<file path="src/rtl/sram_async_pkg.sv">
package sram_async_pkg;

  typedef enum logic [2:0] {
    S_IDLE,
    S_TURN,
    S_READ,
    S_WSET,
    S_WPULSE
  } seq_state_e;

  // Round a picosecond minimum up to whole clock cycles.
  function automatic int ceil_cyc(input int ps, input int clk_ps);
    return (ps + clk_ps - 1) / clk_ps;
  endfunction

  function automatic int imax(input int a, input int b);
    return (a > b) ? a : b;
  endfunction

endpackage

</file>
<file path="src/rtl/sram_async_timer.sv">
module sram_async_timer #(
  parameter int W = 2
) (
  input  logic         clk,
  input  logic         rst_n,
  input  logic         load,
  input  logic [W-1:0] load_val,
  output logic         last
);

  logic [W-1:0] cnt;

  always_ff @(posedge clk) begin
    if (!rst_n)             cnt <= '0;
    else if (load)          cnt <= load_val;
    else if (cnt != '0)     cnt <= cnt - 1'b1;
  end

  assign last = (cnt == W'(1));

endmodule

</file>
<file path="src/rtl/sram_async_seq.sv">
module sram_async_seq
  import sram_async_pkg::*;
#(
  parameter int RD_CYC = 2,
  parameter int WR_CYC = 2,
  parameter int CNT_W  = 2
) (
  input  logic clk,
  input  logic rst_n,
  input  logic req_valid,
  input  logic req_write,
  output logic req_ready,
  output logic accept,
  output logic act_nxt,
  output logic sample,
  output logic ce_n,
  output logic oe_n,
  output logic we_n,
  output logic dq_oe
);

  seq_state_e st, nxt;
  logic             turn_q;
  logic             load;
  logic             last;
  logic [CNT_W-1:0] load_val;

  assign req_ready = (st == S_IDLE);
  assign accept    = req_valid && req_ready;

  always_comb begin
    nxt = st;
    unique case (st)
      S_IDLE:   if (accept) nxt = req_write ? S_WSET : (turn_q ? S_TURN : S_READ);
      S_TURN:   nxt = S_READ;
      S_READ:   if (last) nxt = S_IDLE;
      S_WSET:   nxt = S_WPULSE;
      S_WPULSE: if (last) nxt = S_IDLE;
      default:  nxt = S_IDLE;
    endcase
  end

  assign load     = ((nxt == S_READ) && (st != S_READ)) ||
                    ((nxt == S_WPULSE) && (st != S_WPULSE));
  assign load_val = (nxt == S_WPULSE) ? CNT_W'(WR_CYC) : CNT_W'(RD_CYC);
  assign act_nxt  = (nxt == S_READ) || (nxt == S_WSET) || (nxt == S_WPULSE);
  assign sample   = (st == S_READ) && last;

  sram_async_timer #(.W(CNT_W)) u_timer (
    .clk      (clk),
    .rst_n    (rst_n),
    .load     (load),
    .load_val (load_val),
    .last     (last)
  );

  // Pins are registered from the next state so they never glitch.
  always_ff @(posedge clk) begin
    if (!rst_n) begin
      st     <= S_IDLE;
      turn_q <= 1'b0;
      ce_n   <= 1'b1;
      oe_n   <= 1'b1;
      we_n   <= 1'b1;
      dq_oe  <= 1'b0;
    end else begin
      st     <= nxt;
      turn_q <= (st == S_WPULSE) && last;
      ce_n   <= !act_nxt;
      oe_n   <= (nxt != S_READ);
      we_n   <= (nxt != S_WPULSE);
      dq_oe  <= (nxt == S_WPULSE);
    end
  end

  p_ready_idle_r1: assert property (@(posedge clk) disable iff (!rst_n)
    req_ready |-> (ce_n && we_n && oe_n));

  p_read_strobes_r2: assert property (@(posedge clk) disable iff (!rst_n)
    !oe_n |-> (!ce_n && we_n));

  p_write_strobes_r3: assert property (@(posedge clk) disable iff (!rst_n)
    !we_n |-> (!ce_n && oe_n));

  p_turnaround_r7: assert property (@(posedge clk) disable iff (!rst_n)
    $fell(oe_n) |-> ($past(we_n) && $past(we_n, 2)));

endmodule

</file>
<file path="src/rtl/sram_async_lanes.sv">
module sram_async_lanes #(
  parameter int LANES  = 2,
  parameter int LANE_W = 8
) (
  input  logic                    clk,
  input  logic                    rst_n,
  input  logic                    load,
  input  logic [LANES-1:0]        be_in,
  input  logic                    act_nxt,
  input  logic                    sample,
  input  logic [LANES*LANE_W-1:0] dq_i,
  output logic [LANES-1:0]        be_n,
  output logic [LANES*LANE_W-1:0] rdata,
  output logic                    rvalid
);

  logic [LANES-1:0] be_hold;

  always_ff @(posedge clk) begin
    if (!rst_n) begin
      be_hold <= '0;
      rvalid  <= 1'b0;
    end else begin
      if (load) be_hold <= be_in;
      rvalid <= sample;
    end
  end

  for (genvar l = 0; l < LANES; l++) begin : g_lane
    logic              en_now;
    logic              bn_q;
    logic [LANE_W-1:0] rd_q;

    assign en_now = load ? be_in[l] : be_hold[l];

    always_ff @(posedge clk) begin
      if (!rst_n) begin
        bn_q <= 1'b1;
        rd_q <= '0;
      end else begin
        bn_q <= !(act_nxt && en_now);
        if (sample) rd_q <= be_hold[l] ? dq_i[l*LANE_W +: LANE_W] : '0;
      end
    end

    assign be_n[l]                    = bn_q;
    assign rdata[l*LANE_W +: LANE_W]  = rd_q;
  end

  p_rsp_pulse_r6: assert property (@(posedge clk) disable iff (!rst_n)
    rvalid |=> !rvalid);

endmodule

</file>
<file path="src/rtl/sram_async_ctl.sv">
module sram_async_ctl
  import sram_async_pkg::*;
#(
  parameter int CLK_PS    = 5000,
  parameter int T_RC_PS   = 10000,
  parameter int T_AA_PS   = 10000,
  parameter int T_DOE_PS  = 5000,
  parameter int T_WC_PS   = 10000,
  parameter int T_PWE_PS  = 8000,
  parameter int T_SCE_PS  = 8000,
  parameter int T_AW_PS   = 7000,
  parameter int T_SD_PS   = 5000,
  parameter int T_BW_PS   = 7000,
  parameter int AW        = 16,
  parameter int LANES     = 2,
  parameter int LANE_W    = 8
) (
  input  logic                    clk,
  input  logic                    rst_n,
  input  logic                    req_valid,
  output logic                    req_ready,
  input  logic                    req_write,
  input  logic [AW-1:0]           req_addr,
  input  logic [LANES*LANE_W-1:0] req_wdata,
  input  logic [LANES-1:0]        req_be,
  output logic                    rsp_valid,
  output logic [LANES*LANE_W-1:0] rsp_rdata,
  output logic [AW-1:0]           mem_addr,
  output logic                    mem_ce_n,
  output logic                    mem_we_n,
  output logic                    mem_oe_n,
  output logic [LANES-1:0]        mem_be_n,
  output logic [LANES*LANE_W-1:0] mem_dq_o,
  output logic                    mem_dq_oe,
  input  logic [LANES*LANE_W-1:0] mem_dq_i
);

  localparam int DW     = LANES * LANE_W;
  localparam int RD_CYC = imax(1, imax(ceil_cyc(T_AA_PS, CLK_PS),
                          imax(ceil_cyc(T_DOE_PS, CLK_PS), ceil_cyc(T_RC_PS, CLK_PS) - 1)));
  localparam int WR_SET = imax(imax(ceil_cyc(T_WC_PS, CLK_PS), ceil_cyc(T_SCE_PS, CLK_PS)),
                          imax(ceil_cyc(T_AW_PS, CLK_PS), ceil_cyc(T_BW_PS, CLK_PS))) - 1;
  localparam int WR_CYC = imax(1, imax(imax(ceil_cyc(T_PWE_PS, CLK_PS), ceil_cyc(T_SD_PS, CLK_PS)),
                          WR_SET));
  localparam int CNT_W  = $clog2(imax(RD_CYC, WR_CYC) + 1);

  logic          accept;
  logic          act_nxt;
  logic          sample;
  logic [AW-1:0] addr_q;
  logic [DW-1:0] wdata_q;

  sram_async_seq #(
    .RD_CYC (RD_CYC),
    .WR_CYC (WR_CYC),
    .CNT_W  (CNT_W)
  ) u_seq (
    .clk       (clk),
    .rst_n     (rst_n),
    .req_valid (req_valid),
    .req_write (req_write),
    .req_ready (req_ready),
    .accept    (accept),
    .act_nxt   (act_nxt),
    .sample    (sample),
    .ce_n      (mem_ce_n),
    .oe_n      (mem_oe_n),
    .we_n      (mem_we_n),
    .dq_oe     (mem_dq_oe)
  );

  sram_async_lanes #(
    .LANES  (LANES),
    .LANE_W (LANE_W)
  ) u_lanes (
    .clk     (clk),
    .rst_n   (rst_n),
    .load    (accept),
    .be_in   (req_be),
    .act_nxt (act_nxt),
    .sample  (sample),
    .dq_i    (mem_dq_i),
    .be_n    (mem_be_n),
    .rdata   (rsp_rdata),
    .rvalid  (rsp_valid)
  );

  always_ff @(posedge clk) begin
    if (!rst_n) begin
      addr_q  <= '0;
      wdata_q <= '0;
    end else if (accept) begin
      addr_q  <= req_addr;
      wdata_q <= req_wdata;
    end
  end

  assign mem_addr = addr_q;
  assign mem_dq_o = wdata_q;

  p_addr_hold_r4: assert property (@(posedge clk) disable iff (!rst_n)
    (!mem_ce_n && $past(!mem_ce_n)) |-> ($stable(mem_addr) && $stable(mem_be_n)));

  p_wdata_hold_r4: assert property (@(posedge clk) disable iff (!rst_n)
    (mem_dq_oe && $past(mem_dq_oe)) |-> $stable(mem_dq_o));

  p_lane_in_access_r5: assert property (@(posedge clk) disable iff (!rst_n)
    (mem_be_n != {LANES{1'b1}}) |-> !mem_ce_n);

  p_no_contention_r8: assert property (@(posedge clk) disable iff (!rst_n)
    mem_dq_oe |-> (mem_oe_n && !mem_ce_n));

endmodule

</file>
<file path="config.mk">
export PLATFORM = sky130hd
export DESIGN_NAME = sram_async_ctl
export DESIGN_NICKNAME = d
export VERILOG_FILES = /design/src/rtl/sram_async_pkg.sv /design/src/rtl/sram_async_timer.sv /design/src/rtl/sram_async_seq.sv /design/src/rtl/sram_async_lanes.sv /design/src/rtl/sram_async_ctl.sv
export SDC_FILE = /design/constraint.sdc
export NUM_CORES = 1
export LEC_CHECK = 0
export ABC_AREA = 1
export CORE_ASPECT_RATIO = 1.25
export CORE_MARGIN = 5
export CORE_UTILIZATION = 44
export CTS_BUF_LIST = sky130_fd_sc_hd__clkbuf_2 sky130_fd_sc_hd__clkbuf_4 sky130_fd_sc_hd__clkbuf_8
export DETAILED_ROUTE_END_ITERATION = 12
export GPL_TIMING_DRIVEN = 0
export PLACE_DENSITY = 0.9
export SYNTH_ARGS = -nofsm -noshare
export SYNTH_HDL_FRONTEND = slang
export SYNTH_HIERARCHICAL = 1
export SYNTH_SLANG_ARGS = --single-unit
</file>
<file path="constraint.sdc">
create_clock -name clk -period 2 [get_ports clk]
set_clock_uncertainty 0.2 [all_clocks]
set_input_delay 0.6 -clock clk [delete_from_list [all_inputs] [get_ports clk]]
set_output_delay 0.6 -clock clk [all_outputs]
set_load 0.03 [all_outputs]
</file>
==> run summary, run 1 <==
Syn Std Cell Area = 0.00267 mm^2
Synthesis Warnings = 6
Critical path fanouts, max = 1
Worst slew pin tran = 0.522 ns
LEAKAGE = 1.99 nW
Crit end category = output pin
Post-synth net total = 416
Area grow syn2layout = 49.0%
CTS root buf = clkbuf_8
RSZ-0062 raised after global routing = no
Cell area power density = 824 mW/mm^2
Vias in the first global route = 2,553
Yosys cell types = 26
Buffer depth of the longest clock path = 2
Smallest hold slack = 0.262 ns
Nets = 536
Seq/Total Area, Yosys = 47.2%
Number of synthesized flops with an enable pin = 0
Pre-CTS setup slack = -0.246 ns
Worst slew margin = 65.1%
Post-CTS Setup Repair Bufs = 0
CTS tree = done
Max-Cap Viols = 0
Fin util = 67.9%
CP Data Arrival Time = 1.14 ns
Ports = 110
Slew Viols, Final = 0
FP Rows = 31
Final period util = 96.8%
Worst Setup Path Type = register to output pin
PnR worst setup slack = 0.0636 ns
Worst-Skew Late Latency = 0.33 ns
Pin count of the biggest net entering global routing = 15
Layout cells sized above 1 = 13.6%
Ys flop type = dfxtp_1
Post-synth ARST share = 0%
Routed via count = 2,531
CP Launch Type = register
Detailed placer's ending HPWL = 5.23 mm
Number of DRC markers in iteration 0 = 111
Global-route usage over all layers = 18.7%
CTS Sinks = 63
Die area = 0.00774 mm^2
Worst path required time = 1.20 ns
Final Total Pwr = 3.28 mW
Worst min path class = register to register
Total Wirelength = 6.88 mm
Initial antenna violation count = 0
Post-route ant nets = 0
Drt wl/cell = 12.2 um
Final Hold Vio Count = 0
Flop2flop setup slack = 0.29 ns
Avg Cell Area, Syn = 7.42 um^2
Final worst path period need = 1.94 ns
Status = complete, no violations
Total global routing overflow = 0
Filler cells = 503
Global-route wire length before repair = 11.5 mm
Num CTS Buffers = 9
Initial Util = 45.6%
Die Width = 79.7 um
Drt drc = 0
Achievable frequency = 516 MHz
Maximum VDD drop = 0.516 mV
Port buffer count = 109
Post-synthesis register bit count = 63
Final antenna diode count = 0
H-tree levels = 3
Clock Pin Slew Worst Setup and Hold Paths = 0.07 ns
RePlAce Congestion = 0.784
DR vias/cell = 4.47
Die height = 97.1 um
1st-pass router iterations = 4
Core box area = 0.00586 mm^2
Final setup viols = 0
Synthesized instance count = 360
## registers in the layout, indices dropped and copies added (netlist names)
| register | count |
|---|---|
| mem_addr | 16 |
| mem_dq_o | 16 |
| u_lanes/g_lane.rd_q | 16 |
| u_seq/st | 3 |
| u_lanes/be_hold | 2 |
| u_lanes/g_lane.bn_q | 2 |
| u_seq/u_timer/cnt | 2 |
| u_lanes/rvalid | 1 |
| u_seq/ce_n | 1 |
| u_seq/dq_oe | 1 |
| u_seq/oe_n | 1 |
| u_seq/turn_q | 1 |
| u_seq/we_n | 1 |
## critical path, cell delays in order, from the launching register on
cell and delay [ns]:
dfxtp_1 0.31, buf_4 0.09, dlygate4sd2_1 0.41
## logic make-up (layout without fill, tap and decap cells)
group / after synthesis / in the layout / synth area share [%]
buffers and inverters: 68 / 192 / 13.7
other: 2 / 2 / 0.281
DFF: 63 / 63 / 47.2
AOI/OAI and AO/OA: 19 / 19 / 5.11
adders and majority gates: 2 / 2 / 0.937
and+or+nand+nor: 206 / 206 / 32.8
## power breakdown
part | total [mW] | internal, mW | switching (mW)
clock network | 1.02 | 0.573 | 0.449
registers | 1.41 | 1.36 | 0.0498
logic | 0.849 | 0.348 | 0.501
total | 3.28 | 2.28 | 0.999
## placed cells by master (no fill, tap or decap), types with 3 or more instances in the layout
cell,instances
a21oi_1,8
a21oi_2,10
buf_2,5
buf_4,3
buf_6,10
clkbuf_8,9
clkdlybuf4s50_1,53
clkinv_2,4
dfxtp_1,63
dlygate4sd2_1,55
inv_1,46
inv_2,3
nand2_1,89
nand2_2,11
nand3_1,26
nor2_1,70
## area by class of cell
type	count	area [um^2]	share of cell area [%]
Sequential cell	63	1260	31.7
Inverter	50	193	4.84
Multi-Input combinational cell	229	1050	26.4
Clock buffer	10	131	3.30
Timing Repair Buffer	109	1020	25.6
Buffer	18	173	4.34
Clock inverter	5	50.0	1.26
Tap cell	82	103	2.58
## synthesized netlist by cell type, drive strengths merged, types with 2 or more instances
cell / count / share of area [%]
a21oi: 18 / 4.8
buf: 18 / 6.5
conb: 2 / 0.28
dfxtp: 63 / 47
ha: 2 / 0.94
inv: 49 / 6.9
nand2: 102 / 16
nand3: 27 / 5.2
nor2: 72 / 10
nor3: 2 / 0.56
## worst paths after layout
path / start / to / depth (start not counted)
setup / recovery: u_lanes/g_lane[1].bn_q$_SDFF_PN1_ / mem_be_n[1] / 2
hold / removal: u_lanes/g_lane[0].rd_q[0]$_SDFFE_PN0P_ / u_lanes/g_lane[0].rd_q[0]$_SDFFE_PN0P_ / 2
setup reg to reg: u_seq/u_timer/cnt[1]$_SDFFE_PN0P_ / u_seq/u_timer/cnt[0]$_SDFFE_PN0P_ / 12
hold reg to reg: u_lanes/g_lane[0].rd_q[0]$_SDFFE_PN0P_ / u_lanes/g_lane[0].rd_q[0]$_SDFFE_PN0P_ / 2
## per-layer routing
metal,track usage [%],vias up,wire [um]
li1,-,1307,-
met1,19.5,1128,2640
met2,33.7,77,3590
met3,5.19,19,452
met4,8.73,0,197
met5,0,-,0
## metrics by stage
stage	std cells	cell area (um^2)	TNS [ns]
after CTS	566	3970	0
after global routing	566	3980	0
after global placement	551	3860	-8.67
final	566	3980	0
after detailed placement	551	3860	-10.32
after floorplan	360	2670	0
## what timing repair did
action                                  in CTS  in global routing
endpoints found under the setup margin      56                  3
cloned                                       0                  0
hold buffers                                 0                  0
pin swaps                                    0                  1
resized for setup                           60                  4
(Power assumes the default switching activity.)
==> run 2, diff against run 1 <==
--- a/config.mk
+++ b/config.mk
@@ -12,7 +12,7 @@
 export CTS_BUF_LIST = sky130_fd_sc_hd__clkbuf_2 sky130_fd_sc_hd__clkbuf_4 sky130_fd_sc_hd__clkbuf_8
 export DETAILED_ROUTE_END_ITERATION = 12
 export GPL_TIMING_DRIVEN = 0
-export PLACE_DENSITY = 0.9
+export PLACE_DENSITY_LB_ADDON = 0.25
 export SYNTH_ARGS = -nofsm -noshare
 export SYNTH_HDL_FRONTEND = slang
 export SYNTH_HIERARCHICAL = 1
==> run 2 against run 1 <==
Non-clock buffer count unchanged; first-iteration DRC count decreased by 19%; critical path type unchanged; clock-buffer cell count unchanged; critical endpoint is now mem_be_n[0]; largest cell class unchanged; clock power increased by 30%; register-to-register slack got worse by 0.04 ns; core utilization increased by 1.3 points.
==> run summary, run 2 (synthesized netlist as in run 1, its figures left out) <==
Drt drc = 0
Maximum VDD drop = 0.582 mV
Total Wirelength = 6.47 mm
CTS tree = done
Core box area = 0.00586 mm^2
Setup crit start = u_lanes/g_lane[0].bn_q$_SDFF_PN1_
1st-pass router iterations = 4
Worst min path class = register to register
Slew Viols, Final = 0
Post-route ant nets = 0
Cell area power density = 885 mW/mm^2
Die area = 0.00774 mm^2
FP Rows = 31
Detailed placer's ending HPWL = 4.89 mm
Layout cells sized above 1 = 14.0%
Nets = 536
Final antenna diode count = 0
Die height = 97.1 um
Ports = 110
Total global routing overflow = 0
Smallest hold slack = 0.266 ns
Buffer depth of the longest clock path = 2
Cell family with the largest share of critical-path delay = buffers and inverters
Area grow syn2layout = 51.8%
Worst slew margin = 66.2%
R2R depth = 12
Commonest non-fill, non-tap cells in the layout = nand2_1, nor2_1, dfxtp_1, dlygate4sd2_1, clkdlybuf4s50_1
Most common cell after layout, fill and taps aside = nand2_1
Drt wl/cell = 11.4 um
Worst path bufs/invs = 2
CP Data Arrival Time = 1.13 ns
Number of DRC markers in iteration 0 = 90
Hold path start = u_lanes/g_lane[0].rd_q[2]$_SDFFE_PN0P_
Die Width = 79.7 um
Max-Cap Viols = 0
Port buffer count = 109
Status = complete, no violations
DR vias/cell = 4.39
CP Launch Type = register
Global-route wire length before repair = 10.8 mm
Placement Cell Area = 0.00386 mm^2
Finished Cell Area = 0.00405 mm^2
Final Hold Vio Count = 0
Critical path fanouts, max = 1
Hold path depth = 2
Final setup viols = 0
Final worst path period need = 1.93 ns
Clock Pin Slew Worst Setup and Hold Paths = 0.07 ns
Worst slew pin tran = 0.506 ns
H-tree levels = 3
Highest routed layer = met4
Met2 Routed Length = 3.30 mm
CTS Sinks = 63
Num CTS Buffers = 9
Initial antenna violation count = 0
CP Depth = 2
CTS root buf = clkbuf_8
Flop2flop setup slack = 0.25 ns
Global-route usage over all layers = 17.6%
Pin count of the biggest net entering global routing = 15
Achievable frequency = 517 MHz
LEAKAGE = 2.02 nW
Met1 wire length = 2.65 mm
PnR worst setup slack = 0.0656 ns
Pre-CTS setup slack = -0.289 ns
Final period util = 96.7%
Crit path max-delay cell type = dlygate4sd2_1
Crit end category = output pin
Routed via count = 2,491
Worst path required time = 1.20 ns
RePlAce Congestion = 0.801
Initial Util = 45.6%
Final Total Pwr = 3.59 mW
Crit-path cells = buf_4 > dlygate4sd2_1
Worst-Skew Late Latency = 0.32 ns
Worst Setup Path Type = register to output pin
WL met3 = 482 um
Largest stage delay, worst path = 0.41 ns
Reg2reg start = u_seq/u_timer/cnt[1]$_SDFFE_PN0P_
Vias in the first global route = 2,436
-- run 2: repair_timing --
action | in CTS | in global routing
endpoints found under the setup margin | 56 | 3
pin swaps | 0 | 2
hold buffers | 0 | 0
buffers inserted | 0 | 0
gates resized for setup | 60 | 6
-- run 2: per-stage QoR --
step / setup TNS (ns) / utilization [%] / std cells
finish: 0 / 69.2 / 567
floorplan: 0 / - / 360
detailed placement: -9.20 / 66.0 / 551
CTS: 0 / 68.9 / 567
global placement: -8.96 / 66.0 / 551
global route: -0.00844 / 69.2 / 567
-- run 2: cell type report --
class / instances / area (um^2)
Tap cell: 82 / 103
Multi-Input combinational cell: 229 / 1060
Buffer: 18 / 173
Fill cell: 517 / 1800
Clock buffer: 10 / 138
Timing Repair Buffer: 109 / 1020
Inverter: 50 / 193
Sequential cell: 63 / 1260
Clock inverter: 6 / 108
-- run 2: power breakdown --
group / total, mW / internal, mW / switching (mW)
logic: 0.849 / 0.349 / 0.499
clock network: 1.33 / 0.857 / 0.476
registers: 1.41 / 1.36 / 0.0502
-- run 2: per-layer routing --
metal,up-vias,global-route usage (%)
met5,-,0
met4,0,5.95
met3,2,6.68
met2,70,31.6
met1,1106,18.4
li1,1313,-
-- run 2: path summary, 6_finish.rpt --
path,to
setup / recovery,mem_be_n[0]
hold / removal,u_lanes/g_lane[0].rd_q[2]$_SDFFE_PN0P_
setup reg to reg,u_seq/u_timer/cnt[1]$_SDFFE_PN0P_
hold reg to reg,u_lanes/g_lane[0].rd_q[2]$_SDFFE_PN0P_
-- run 2: worst register-to-register path, stage by stage, from the launching register on --
cell and delay, ns:
dfxtp_1 0.34, inv_1 0.06, ha_1 0.20, inv_1 0.11, nand4_1 0.11, nand2_2 0.12
nand3_2 0.08, nand2_2 0.11, inv_1 0.06, nand3_1 0.08, nand3_1 0.08, nand2_1 0.06
inv_1 0.04
